`src/rtl/lf_pkg.sv`:
```
package lf_pkg;

  typedef enum logic [1:0] {
    ST_IDLE  = 2'd0,
    ST_SETUP = 2'd1,
    ST_DATA  = 2'd2,
    ST_DONE  = 2'd3
  } fill_state_t;

  // word slot visited on a given beat: start at the critical slot, wrap in the line
  function automatic logic [7:0] wrap_index(input logic [7:0] first,
                                            input logic [7:0] step,
                                            input logic [7:0] words);
    return (first + step) & (words - 8'd1);
  endfunction

  // byte address of a word slot inside a line
  function automatic logic [31:0] slot_byte_offset(input logic [7:0] slot,
                                                   input logic [7:0] bytes_per_word);
    return 32'(slot) * 32'(bytes_per_word);
  endfunction

endpackage

```
`src/rtl/lf_ctrl.sv`:
```
module lf_ctrl
  import lf_pkg::*;
(
  input  logic        clk,
  input  logic        rst_n,
  input  logic        miss_fire,
  input  logic        burst_mode,
  input  logic        bus_ready,
  input  logic        last_beat,
  output fill_state_t state,
  output logic        burst_q
);

  fill_state_t state_nx;

  always_comb begin
    state_nx = state;
    unique case (state)
      ST_IDLE:  if (miss_fire) state_nx = ST_SETUP;
      ST_SETUP: state_nx = ST_DATA;
      ST_DATA: begin
        if (bus_ready) begin
          if (last_beat)     state_nx = ST_DONE;
          else if (!burst_q) state_nx = ST_SETUP;
          else               state_nx = ST_DATA;
        end
      end
      ST_DONE:  state_nx = ST_IDLE;
      default:  state_nx = ST_IDLE;
    endcase
  end

  always_ff @(posedge clk or negedge rst_n) begin
    if (!rst_n) begin
      state   <= ST_IDLE;
      burst_q <= 1'b0;
    end else begin
      state <= state_nx;
      if (miss_fire) burst_q <= burst_mode;
    end
  end

endmodule

```
`src/rtl/lf_beat_cnt.sv`:
```
module lf_beat_cnt #(
  parameter int LINE_WORDS = 4,
  localparam int CNT_W = $clog2(LINE_WORDS)
) (
  input  logic             clk,
  input  logic             rst_n,
  input  logic             clear,
  input  logic             advance,
  output logic [CNT_W-1:0] beat,
  output logic             last_beat
);

  localparam logic [CNT_W-1:0] LAST = CNT_W'(LINE_WORDS - 1);

  assign last_beat = (beat == LAST);

  always_ff @(posedge clk or negedge rst_n) begin
    if (!rst_n) begin
      beat <= '0;
    end else if (clear) begin
      beat <= '0;
    end else if (advance) begin
      beat <= beat + {{(CNT_W-1){1'b0}}, 1'b1};
    end
  end

endmodule

```
`src/rtl/lf_addr_gen.sv`:
```
module lf_addr_gen
  import lf_pkg::*;
#(
  parameter int ADDR_W     = 32,
  parameter int DATA_W     = 32,
  parameter int LINE_WORDS = 4,
  localparam int BYTE_OFS  = $clog2(DATA_W / 8),
  localparam int IDX_W     = $clog2(LINE_WORDS),
  localparam int LINE_OFS  = BYTE_OFS + IDX_W
) (
  input  logic              clk,
  input  logic              rst_n,
  input  logic              capture,
  input  logic [ADDR_W-1:0] miss_addr,
  input  logic [IDX_W-1:0]  beat,
  output logic [IDX_W-1:0]  cur_idx,
  output logic [ADDR_W-1:0] word_addr
);

  logic [ADDR_W-LINE_OFS-1:0] base_q;
  logic [IDX_W-1:0]           crit_q;
  logic [ADDR_W-1:0]          line_base;

  always_ff @(posedge clk or negedge rst_n) begin
    if (!rst_n) begin
      base_q <= '0;
      crit_q <= '0;
    end else if (capture) begin
      base_q <= miss_addr[ADDR_W-1:LINE_OFS];
      crit_q <= miss_addr[LINE_OFS-1:BYTE_OFS];
    end
  end

  assign cur_idx   = IDX_W'(wrap_index(8'(crit_q), 8'(beat), 8'(LINE_WORDS)));
  assign line_base = {base_q, {LINE_OFS{1'b0}}};
  assign word_addr = line_base
                   + ADDR_W'(slot_byte_offset(8'(cur_idx), 8'(DATA_W / 8)));

endmodule

```
`src/rtl/line_fill_seq.sv`:
```
module line_fill_seq
  import lf_pkg::*;
#(
  parameter int ADDR_W     = 32,
  parameter int DATA_W     = 32,
  parameter int LINE_WORDS = 4,
  localparam int IDX_W     = $clog2(LINE_WORDS)
) (
  input  logic              clk,
  input  logic              rst_n,
  input  logic              miss_valid,
  input  logic [ADDR_W-1:0] miss_addr,
  input  logic              burst_mode,
  output logic              miss_ready,
  output logic [ADDR_W-1:0] bus_addr,
  output logic              bus_start,
  output logic              bus_burst,
  input  logic              bus_ready,
  input  logic [DATA_W-1:0] bus_data,
  output logic              line_wr_en,
  output logic [IDX_W-1:0]  line_wr_idx,
  output logic [DATA_W-1:0] line_wr_data,
  output logic              crit_valid,
  output logic              line_done
);

  fill_state_t      state;
  logic             burst_q;
  logic             miss_fire;
  logic             in_setup;
  logic             in_data;
  logic             beat_acc;
  logic             last_beat;
  logic [IDX_W-1:0] beat;
  logic [IDX_W-1:0] cur_idx;

  // named internal events
  assign in_setup  = (state == ST_SETUP);
  assign in_data   = (state == ST_DATA);
  assign miss_fire = miss_valid && miss_ready;
  assign beat_acc  = in_data && bus_ready;

  lf_ctrl u_ctrl (
    .clk        (clk),
    .rst_n      (rst_n),
    .miss_fire  (miss_fire),
    .burst_mode (burst_mode),
    .bus_ready  (bus_ready),
    .last_beat  (last_beat),
    .state      (state),
    .burst_q    (burst_q)
  );

  lf_beat_cnt #(.LINE_WORDS(LINE_WORDS)) u_cnt (
    .clk       (clk),
    .rst_n     (rst_n),
    .clear     (miss_fire),
    .advance   (beat_acc),
    .beat      (beat),
    .last_beat (last_beat)
  );

  lf_addr_gen #(
    .ADDR_W     (ADDR_W),
    .DATA_W     (DATA_W),
    .LINE_WORDS (LINE_WORDS)
  ) u_addr (
    .clk       (clk),
    .rst_n     (rst_n),
    .capture   (miss_fire),
    .miss_addr (miss_addr),
    .beat      (beat),
    .cur_idx   (cur_idx),
    .word_addr (bus_addr)
  );

  assign miss_ready   = (state == ST_IDLE);
  assign bus_start    = in_setup;
  assign bus_burst    = burst_q && (in_setup || in_data);
  assign line_wr_en   = beat_acc;
  assign line_wr_idx  = cur_idx;
  assign line_wr_data = bus_data;
  assign crit_valid   = beat_acc && (beat == '0);
  assign line_done    = (state == ST_DONE);

endmodule

```
`config.mk`:
```
export PLATFORM = sky130hd
export DESIGN_NAME = line_fill_seq
export DESIGN_NICKNAME = d
export VERILOG_FILES = /design/src/rtl/lf_pkg.sv /design/src/rtl/lf_ctrl.sv /design/src/rtl/lf_beat_cnt.sv /design/src/rtl/lf_addr_gen.sv /design/src/rtl/line_fill_seq.sv
export SDC_FILE = /design/constraint.sdc
export NUM_CORES = 1
export LEC_CHECK = 0
export BUFFER_PORTS_ARGS = -buffer_cell sky130_fd_sc_hd__buf_4
export CORE_AREA = 2 2 72 74
export DETAILED_ROUTE_END_ITERATION = 10
export DIE_AREA = 0 0 74 76
export HOLD_SLACK_MARGIN = 0.06
export PLACE_DENSITY = 0.86
export RECOVER_POWER = 25
export SETUP_SLACK_MARGIN = 0.05
export SYNTH_ARGS = -nofsm -noshare
export SYNTH_HDL_FRONTEND = slang
export SYNTH_SLANG_ARGS = --single-unit
```
`constraint.sdc`:
```
create_clock -name clk -period 1.6 [get_ports clk]
set_input_delay 0.32 -clock clk [delete_from_list [all_inputs] [get_ports clk]]
set_output_delay 0.32 -clock clk [all_outputs]
set_load 0.005 [all_outputs]
```
==> results of run 1 <==
-- per-layer routing --
| metal | GRT usage (%) | vias to the layer above |
|---|---|---|
| li1 | - | 522 |
| met1 | 15.1 | 556 |
| met2 | 22.6 | 57 |
| met3 | 3.44 | 12 |
| met4 | 5.45 | 0 |
| met5 | 0 | - |
-- placed cells by master, fill, tap and decap left out, types with 2 or more instances in the layout --
cell	count
a21oi_1	5
a31oi_1	2
buf_12	2
buf_4	77
buf_6	2
clkbuf_8	5
conb_1	2
dfrtp_1	34
ha_1	4
ha_2	2
ha_4	2
inv_1	2
inv_2	3
mux2_4	30
nand2b_1	3
xnor2_1	2
-- sequential cells by signal, summed over array words and instances, names as in the netlist --
register	flops
u_addr.crit_q	2
u_addr.base_q	28
u_cnt.beat	2
u_ctrl.state	2
u_ctrl.burst_q	1
-- where the power goes --
group,switching (mW),total (mW),leakage [nW],internal (mW)
Combinational,0.840,2.62,0.847,1.78
Clock,0.276,0.566,0.0371,0.290
Sequential,0.302,1.65,0.415,1.35
Total,1.42,4.83,1.30,3.41
-- per-stage QoR --
| stage | cells | setup TNS [ns] | hold slack, ns | worst slack (ns) | instance area, µm² |
|---|---|---|---|---|---|
| global route | 260 | -0.302 | 0.246 | -0.116 | 2450 |
| floorplan | 140 | 0 | 0.0244 | 0.160 | 1890 |
| detailed placement | 247 | 0 | 0.302 | 0.106 | 2270 |
| global placement | 247 | 0 | 0.293 | 0.129 | 2270 |
| CTS | 257 | -0.113 | 0.237 | -0.0570 | 2430 |
| finish | 260 | -0.0578 | 0.250 | -0.0292 | 2450 |
-- synth_stat cells (2+ instances only) --
master	instances
buf_4	36
buf_6	3
mux2_4	30
a31oi_1	2
a21oi_1	5
dfrtp_1	35
ha_1	8
inv_1	5
nand2b_1	3
xnor2_1	3
and2_1	2
-- worst register-to-register path, cell delays in order, from the launching register on --
cell     delay, ns
dfrtp_2       0.42
inv_2         0.07
ha_4          0.18
nand2_2       0.11
buf_12        0.20
mux2_4        0.33
-- layout make-up --
type	instances	area (µm²)
sequential	35	877
fill	464	2460
tap	70	87.6
multi-input combinational	61	743
inverter	5	18.8
timing repair buffer	83	656
clock buffer	6	72.6
-- repair_timing --
item | CTS | global route
gates cloned | 0 | 0
hold buffers | 1 | 0
buffers inserted | 4 | 3
pin swaps | 3 | 2
hold endpoints to repair | 35 | 0
endpoints found under the setup margin | 6 | 8
gates resized for setup | 12 | 3
-- logic make-up after synthesis --
group	after synthesis	share of synthesized area, %
mux	32	25.0
compound gates	8	2.25
other cells	1	0.198
simple gates	8	2.52
fa+ha+maj	8	5.29
buf+inv	44	17.1
xor+xnor	3	1.39
flops	35	46.3
-- worst max path at each step --
| stage | slack [ns] | endpoint | startpoint |
|---|---|---|---|
| 3_3_place_gp | 0.13 | u_addr.base_q[25]$_DFFE_PN0P_ | u_ctrl.state[1]$_DFFE_PN0P_ |
| 5_1_grt | -0.12 | bus_addr[3] | u_cnt.beat[0]$_DFFE_PN0P_ |
| 6_report | -0.03 | bus_addr[3] | u_cnt.beat[0]$_DFFE_PN0P_ |
| 3_5_place_dp | 0.11 | u_addr.base_q[8]$_DFFE_PN0P_ | u_ctrl.state[1]$_DFFE_PN0P_ |
| 2_1_floorplan | 0.16 | u_addr.base_q[0]$_DFFE_PN0P_ | u_ctrl.state[0]$_DFFE_PN0P_ |
| 4_1_cts | -0.06 | bus_addr[3] | u_cnt.beat[0]$_DFFE_PN0P_ |
==> flow_summary_export.csv, run 1 <==
group,metric,value,unit
outcome,status,"complete, but fails checks",
outcome,violations,"setup timing",
cells_and_area,final_core_util,50.0,%
cts,cts_root_buf,"clkbuf_8",
global_routing,gr-total-overflow,0,
critical_path,worst-path-stages,4,
critical_path,crit_chain,"ha_2, xnor2_2, xnor2_1, buf_4",
power,p_per_area,1970,nW/µm²
timing,tightest_slew,0.877,ns
yosys,post_synth_num_cell_types,18,
cells_and_area,diodes,0,
yosys,synthCells,139,
critical_path,worstPathArrival,1.31,ns
placement,hpwl,2.51,mm
route,highest_layer,"met4",
job,max_cap_violations,0,
yosys,synth.top_cell.area_share,46.3,%
die,boundaryPins,141,
yosys,synthTopCellsByArea,"dfrtp_1 (46%), mux2_4 (24%), buf_4 (14%)",
route,via_count,1147,
critical_path,crit-reg2reg-capture,"u_addr.base_q[6]$_DFFE_PN0P_",
route,postRouteWirelength,3.56,mm
critical_path,cp_max_fo,2,
cts,insertion_delay,0.28,ns
power,total_power,4.83,mW
timing,finalSetupViolCount,2,
cts,cts_tree,"yes",
timing,min_period,1.63,ns
yosys,yosysTopAreaCell,"dfrtp_1",
worst_hold_path,min_path_cells,2,
yosys,syn_area,1890,µm²
cts,clockBufferDepth,2,
cells_and_area,fin_nets,268,
yosys,synth_edf_count,0,
route,drt_iter0_markers,41,
route,first_pass_iters,4,
yosys,synth_area_per_cell,13.6,µm²
global_routing,antenna_found_initial,0,
die,die_width,74,µm
critical_path,crit_type,"reg2out",
worst_hold_path,hold_path_end,"u_cnt.beat[1]$_DFFE_PN0P_",
critical_path,rrSetupSlack,0.18,ns
timing,grt_setup_unrepaired,"yes",
route,via_per_inst,4.41,
yosys,ys_ff_latch,35,
route,wl_met3,266,µm
critical_path,required,1.28,ns
critical_path,worstSetupStartpointType,"register",
route,drc,0,
timing,period_share,102,%
route,met2_length,1.94,mm
cts,cts_max_level,2,
placement,gp_congestion,0.696,
cts,numCtsBuffers,5,
timing,setup_slack,-0.0292,ns
yosys,synth_seq_area_share,46.3,%
die,die_h,76,µm
die,initial_utilization,38.5,%
die,die-area,5620,µm²
timing,hold_viol_final,0,
route,postRouteAntennaNets,0,
cells_and_area,syn2layout_area_growth,29.8,%
global_routing,grt_max_degree,36,
yosys,async_reset_ff_share,100,%
critical_path,rr_startpoint,"u_ctrl.state[1]$_DFFE_PN0P_",
critical_path,worstRegToRegCells,5,
global_routing,grt_pass1_wl,5.66,mm
timing,fmax,0.614,GHz
die,fp-row-count,26,
route,wl_met1,1.29,mm
power,p_leak,1.30,nW
yosys,ys_warn_count,0,
critical_path,end_kind,"output port",
critical_path,cp_top_family,"flip-flops",
die,core_area,4910,µm²
route,post_drt_wl_per_cell,13.7,µm
critical_path,slowest_delay,0.39,ns
cts,clock_sinks,35,
global_routing,grtUsageTotal,13.1,%
cts,clkSlewWorstSetupHoldPaths,0.06,ns
timing,report.final.slew_viol_count,0,
timing,max_slew_margin,41.5,%
critical_path,cp_slowest_cell,"dfrtp_1",
power,ir_drop,0.694,mV
critical_path,path_buf_inv,1,
yosys,synthFlopType,"dfrtp_1",
global_routing,grt_pass1_vias,1149,
timing,fin_worst_skew,0.00219,ns
placement,portBuffers,72,
worst_hold_path,hp-class,"in2reg",
cells_and_area,layout-drive-gt1-share,68.4,%
worst_hold_path,worstHoldStart,"miss_valid",
Power figures use the tool's default switching activity.
==> inputs of run 2 (changes only) <==
- CORE_AREA: 2 2 72 74 -> 2 2 76 78
- CTS_CLUSTER_DIAMETER: unset -> 120
- DIE_AREA: 0 0 74 76 -> 0 0 78 80
- PLACE_DENSITY: 0.86 -> 0.82
- clock period: 1.6 -> 1.4 ns (I/O delays scaled with it)
==> run 2 against run 1 <==
The flow still finishes with violations (setup timing). Critical path type unchanged. Via count grew 1.9%. Largest cell class unchanged. Clock power is 59% higher. Critical endpoint is now line_wr_idx[1]. Sequential cell count did not move. Die area rose by 11%. Global-route usage is 0.094 points lower. Register-to-register slack got worse by 0.19 ns. Count of clock-buffer cells in the layout decreased by 1. Power is 33% higher. Worst hold slack lost 0.027 ns.
==> flow_summary_export.csv, run 2 (synthesis gave the netlist of run 1 again) <==
group,metric,value,unit
outcome,status,"complete, but fails checks",
outcome,violations,"setup timing",
timing,fin_worst_skew,0.00352,ns
critical_path,worstSetupStartpointType,"register",
critical_path,end_kind,"output port",
cells_and_area,fin_nets,272,
placement,portBuffers,72,
die,die_h,80,µm
critical_path,cp_slowest_cell,"dfrtp_1",
cells_and_area,fillCellCount,476,
timing,hold_ws,0.223,ns
cts,numCtsBuffers,5,
global_routing,grtUsageTotal,13.0,%
power,ir_drop,1.07,mV
job,max_cap_violations,0,
route,via_per_inst,4.36,
cts,clock_sinks,35,
critical_path,required,1.12,ns
cts,cts_max_level,2,
cells_and_area,seqCellArea,878,µm²
die,core_area,5410,µm²
cells_and_area,largest_reg_flops,28,
route,via_count,1169,
cells_and_area,diodes,0,
route,drt_iter0_markers,18,
route,postRouteWirelength,4.08,mm
critical_path,slowest_delay,0.42,ns
global_routing,busiest_layer,"met2",
route,postRouteAntennaNets,0,
placement,gp_congestion,0.736,
route,post_drt_wl_per_cell,15.2,µm
die,die_width,78,µm
timing,period_share,115,%
global_routing,gr-usage-met1,13.6,%
die,boundaryPins,141,
timing,final.setup.tns,-1.01,ns
die,initial_utilization,35.0,%
cells_and_area,layout_commonest_cell,"buf_4",
global_routing,gr-total-overflow,0,
global_routing,grt_pass1_wl,6.18,mm
power,p_leak,1.39,nW
timing,hold_viol_final,0,
global_routing,met2_usage,23.3,%
global_routing,grt_max_degree,36,
timing,grt_setup_unrepaired,"yes",
placement,hpwl,2.69,mm
cells_and_area,largest_register,"u_addr.base_q",
placement,pre_cts_ws,0.00800,ns
die,die-area,6240,µm²
cells_and_area,layout-drive-gt1-share,76.0,%
route,drc,0,
cts,cts_tree,"yes",
global_routing,met3_usage,4.98,%
power,p_per_area,2370,nW/µm²
cts,clockBufferDepth,2,
timing,min_period,1.61,ns
global_routing,antenna_found_initial,0,
die,fp-row-count,27,
cts,clkSlewWorstSetupHoldPaths,0.07,ns
timing,setup_slack,-0.208,ns
timing,finalSetupViolCount,32,
cells_and_area,layout_common_cells,"buf_4 (71), dfrtp_1 (33), mux2_4 (30)",
cts,insertion_delay,0.28,ns
timing,report.final.slew_viol_count,0,
cells_and_area,syn2layout_area_growth,43.5,%
critical_path,cp_max_fo,2,
timing,fmax,0.622,GHz
critical_path,crit_chain,"ha_4, xnor2_4, xnor2_2, buf_4",
global_routing,grt_pass1_vias,1252,
route,first_pass_iters,3,
cells_and_area,multiInputGateArea,855,µm²
critical_path,worstPathArrival,1.33,ns
cts,cts_root_buf,"clkbuf_8",
worst_hold_path,hp-class,"in2reg",
critical_path,crit_type,"reg2out",
==> run 2: changes by cell type in the layout (fill, tap and decap cells not counted), sizes merged <==
cell	delta
bufinv	+1
buf	+5
clkinv	+2
clkbuf	-2
==> run 2: cell type report <==
cell class,instances,share of cell area (%)
Clock buffer,5,2.54
Sequential cell,35,32.4
Tap cell,72,3.32
Timing Repair Buffer,87,27.8
Clock inverter,3,1.61
Multi-Input combinational cell,61,31.5
Inverter,5,0.876
==> run 2: path summary, 6_finish.rpt <==
| path | slack (ns) | end | startpoint | cells past startpoint |
|---|---|---|---|---|
| worst max-delay path | -0.21 | line_wr_idx[1] | u_cnt.beat[0]$_DFFE_PN0P_ | 4 |
| worst max register to register | -0.01 | u_addr.base_q[7]$_DFFE_PN0P_ | u_ctrl.state[0]$_DFFE_PN0P_ | 5 |
| max in group asynchronous | 0.58 | u_cnt.beat[1]$_DFFE_PN0P_ | rst_n | 2 |
| worst min register to register | 0.52 | u_addr.base_q[27]$_DFFE_PN0P_ | u_addr.base_q[27]$_DFFE_PN0P_ | 1 |
| worst min-delay path | 0.22 | u_addr.base_q[2]$_DFFE_PN0P_ | miss_addr[6] | 2 |
| min in group asynchronous | 0.49 | u_ctrl.state[0]$_DFFE_PN0P_ | rst_n | 2 |
==> run 2: where the power goes <==
group	internal, mW	switching (mW)
combinational	2.42	1.20
sequential	1.54	0.380
clock	0.530	0.370
total	4.49	1.95
==> run 2: critical path, delay by kind of cell, from the launching register on <==
kind	cells	cell delay, ns
DFF	1	0.42
adders and majority gates	1	0.19
xor gates and xnor gates	2	0.29
buffers and inverters	1	0.14
==> run 2: per-layer routing <==
layer / vias up / wire (µm) / part of all wire (%)
met1: 565 / 1440 / 35
met5: - / 0 / 0
met3: 13 / 380 / 9.3
met2: 58 / 2200 / 54
met4: 0 / 61 / 1.5
li1: 533 / - / -
==> run 2: timing repair <==
| item | 4_1_cts | 5_1_grt |
|---|---|---|
| hold buffers | 1 | 0 |
| resized for setup | 25 | 19 |
| pin swaps | 7 | 4 |
| buffers inserted | 7 | 2 |
| setup endpoints to repair | 41 | 43 |
| endpoints found under the hold margin | 35 | 0 |
| cloned | 2 | 0 |
==> run 2: stage by stage <==
| step | util, % | cell area [µm²] | std cells | total power, mW |
|---|---|---|---|---|
| after global placement | 42.6 | 2300 | 250 | 4.60 |
| final | 50.2 | 2710 | 268 | 6.44 |
| after CTS | 48.7 | 2630 | 268 | 6.15 |
| after global routing | 50.2 | 2710 | 268 | 6.88 |
| after detailed placement | 42.6 | 2300 | 250 | 4.70 |
| after floorplan | - | 1920 | 140 | 3.51 |
==> inputs of run 3 (changes only) <==
- ABC_AREA: unset -> 1
- CORE_AREA: 2 2 76 78 -> 2 2 75 77
- DIE_AREA: 0 0 78 80 -> 0 0 77 79
- PLACE_DENSITY: 0.82 -> 0.83
==> run 3 against run 2 <==
The flow still finishes with violations (setup timing). Worst hold slack lost 0.036 ns. Design area shrank 7.1%. Maximum frequency grew 0.64%. Synthesized cell count grew 54%. Non-clock buffer count grew 4. Clock power shrank 22%. Highest routed layer unchanged.
==> flow_summary_export.csv, run 3 <==
group,metric,value,unit
outcome,status,"complete, but fails checks",
outcome,violations,"setup timing",
placement,gp_congestion,0.705,
route,drt_iter0_markers,43,
yosys,synthCells,214,
cts,numCtsBuffers,5,
cts,cts_tree,"yes",
cts,clock_sinks,35,
global_routing,busiest_layer,"met2",
yosys,post_synth_num_cell_types,19,
cells_and_area,fin_cells,344,
yosys,synthTopCellsByArea,"dfrtp_1 (48%), nand2_1 (19%), buf_4 (15%)",
yosys,ys_ff_latch,35,
timing,min_period,1.60,ns
global_routing,gr-usage-met1,15.9,%
global_routing,met3_usage,3.75,%
die,die_h,79,µm
yosys,ys_warn_count,0,
route,via_per_inst,4.25,
critical_path,crit_type,"reg2out",
route,drc,0,
cts,cts_max_level,2,
critical_path,path_buf_inv,1,
power,p_leak,1.40,nW
yosys,synthFlopType,"dfrtp_1",
die,die-area,6080,µm²
worst_hold_path,hp-class,"in2reg",
critical_path,end_kind,"output port",
placement,placedCellCount,325,
placement,placed_cell_area,2240,µm²
critical_path,cp_top_family,"flip-flops",
timing,finalSetupViolCount,6,
cells_and_area,largest_reg_flops,28,
cells_and_area,fin_nets,348,
critical_path,crit_chain,"ha_2, xnor2_2, xor2_1, buf_4",
cells_and_area,fillCellCount,529,
yosys,synth_edf_count,0,
timing,period_share,114,%
cts,insertion_delay,0.28,ns
cells_and_area,layout_commonest_cell,"nand2_1",
global_routing,gr-total-overflow,0,
route,via_count,1463,
route,postRouteWirelength,4.08,mm
timing,setup_slack,-0.198,ns
power,p_per_area,2110,nW/µm²
cells_and_area,layout_common_cells,"nand2_1 (88), buf_4 (79), dfrtp_1 (34)",
critical_path,worstSetupStartpointType,"register",
timing,hold_viol_final,0,
global_routing,grtUsageTotal,13.4,%
cells_and_area,syn2layout_area_growth,37.4,%
yosys,synth_area_per_cell,8.57,µm²
timing,final.setup.tns,-0.709,ns
timing,fmax,0.626,GHz
yosys,yosysMostFrequentCell,"nand2_1",
timing,grt_setup_unrepaired,"yes",
critical_path,cp_max_fo,2,
critical_path,cp_slowest_cell,"dfrtp_1",
placement,pre_cts_ws,0.0471,ns
die,initial_utilization,34.4,%
yosys,yosysTopAreaCell,"dfrtp_1",
route,post_drt_wl_per_cell,11.8,µm
cells_and_area,layout-drive-gt1-share,47.1,%
timing,report.final.slew_viol_count,0,
job,max_cap_violations,0,
global_routing,grt_pass1_wl,6.51,mm
global_routing,antenna_found_initial,0,
placement,hpwl,2.86,mm
die,boundaryPins,141,
cts,clockBufferDepth,2,
cells_and_area,largest_register,"u_addr.base_q",
global_routing,grt_pass1_vias,1422,
critical_path,slowest_delay,0.38,ns
cells_and_area,diodes,0,
yosys,synth.top_cell.area_share,47.7,%
global_routing,grt_max_degree,36,
cts,cts_root_buf,"clkbuf_8",
cells_and_area,fin_area,2520,µm²
route,postRouteAntennaNets,0,
critical_path,required,1.12,ns
yosys,synth_seq_area_share,47.7,%
global_routing,met2_usage,23.3,%
timing,fin_worst_skew,0.00301,ns
placement,portBuffers,72,
die,die_width,77,µm
cts,clkSlewWorstSetupHoldPaths,0.07,ns
die,core_area,5340,µm²
die,fp-row-count,27,
yosys,async_reset_ff_share,100,%
cells_and_area,final_core_util,47.2,%
power,ir_drop,1.03,mV
route,first_pass_iters,4,
yosys,syn_area,1830,µm²
yosys,ys_top_cells_by_count,"nand2_1 (93), buf_4 (36), dfrtp_1 (35)",
critical_path,worstPathArrival,1.32,ns
==> run 3: cell types whose count changed after synthesis, moves of 2 or more <==
cell	before	now
a21oi_1	5	1
nand2b_1	3	0
buf_2	0	3
and2_1	2	0
mux2_4	30	0
nand2_1	1	93
nor2_1	0	2
a31oi_1	2	0
inv_1	5	11
xnor2_1	3	1
o21ai_0	1	4
nand2_2	1	11
==> run 3: area by class of cell <==
| type | count | area, µm² | share of cell area (%) |
|---|---|---|---|
| multi-input combinational | 125 | 673 | 26.7 |
| sequential | 35 | 877 | 34.8 |
| clock inverter | 2 | 12.5 | 0.496 |
| timing repair buffer | 91 | 744 | 29.5 |
| tap | 72 | 90.1 | 3.57 |
| inverter | 13 | 51.3 | 2.03 |
| clock buffer | 6 | 72.6 | 2.88 |
==> run 3: report_power, final <==
part | switching [mW] | leakage, nW | internal (mW)
Clock | 0.353 | 0.0412 | 0.347
Combinational | 1.25 | 0.925 | 1.57
Sequential | 0.291 | 0.434 | 1.49
Total | 1.89 | 1.40 | 3.41
==> run 3: through the flow <==
stage          hold WS, ns  power (mW)
2_1_floorplan      -0.0156        3.01
3_3_place_gp         0.259        4.09
3_5_place_dp         0.266        4.19
4_1_cts              0.176        5.26
5_1_grt              0.178        5.78
6_report             0.187        5.31
==> run 3: logic make-up (layout without fill, tap and decap cells) <==
| group | count (synthesis) | after routing | synth area share (%) |
|---|---|---|---|
| buf+inv | 55 | 112 | 20.4 |
| other cells | 1 | 2 | 0.204 |
| fa+ha+maj | 8 | 8 | 5.46 |
| flops | 35 | 35 | 47.7 |
| xor+xnor | 2 | 2 | 0.955 |
| simple gates | 107 | 107 | 23.5 |
| compound gates | 6 | 6 | 1.77 |
==> run 3: worst paths after layout <==
| check | from | endpoint | slack [ns] | cells past startpoint |
|---|---|---|---|---|
| min in group asynchronous | rst_n | u_ctrl.state[0]$_DFFE_PN0P_ | 0.49 | 2 |
| worst max register to register | u_ctrl.state[1]$_DFFE_PN0P_ | u_ctrl.state[0]$_DFFE_PN0P_ | 0.05 | 9 |
| max in group asynchronous | rst_n | u_ctrl.state[1]$_DFFE_PN0P_ | 0.58 | 2 |
| worst min-delay path | miss_addr[17] | u_addr.base_q[13]$_DFFE_PN0P_ | 0.19 | 3 |
| worst max-delay path | u_cnt.beat[0]$_DFFE_PN0P_ | line_wr_idx[1] | -0.20 | 4 |
| worst min register to register | u_addr.base_q[16]$_DFFE_PN0P_ | u_addr.base_q[16]$_DFFE_PN0P_ | 0.48 | 2 |
==> run 3: what timing repair did <==
item	4_1_cts	5_1_grt
gates resized for setup	23	8
endpoints found under the setup margin	11	11
buffers inserted	7	3
hold buffers	1	0
gates cloned	0	0
hold endpoints to repair	35	0
pin swaps	7	4
==> run 3: per-layer routing <==
metal	part of all wire, %	vias up	wire (µm)
met1	41	678	1670
met2	51	60	2060
li1	-	712	-
met4	1.2	0	48
met3	7.2	13	294
met5	0	-	0
==> run 3: worst reg2reg max path: cells and delay by family, from the launching register on <==
kind	cells	cell delay (ns)
adders and majority gates	1	0.16
DFF	1	0.44
buffers and inverters	5	0.50
and+or+nand+nor	3	0.15
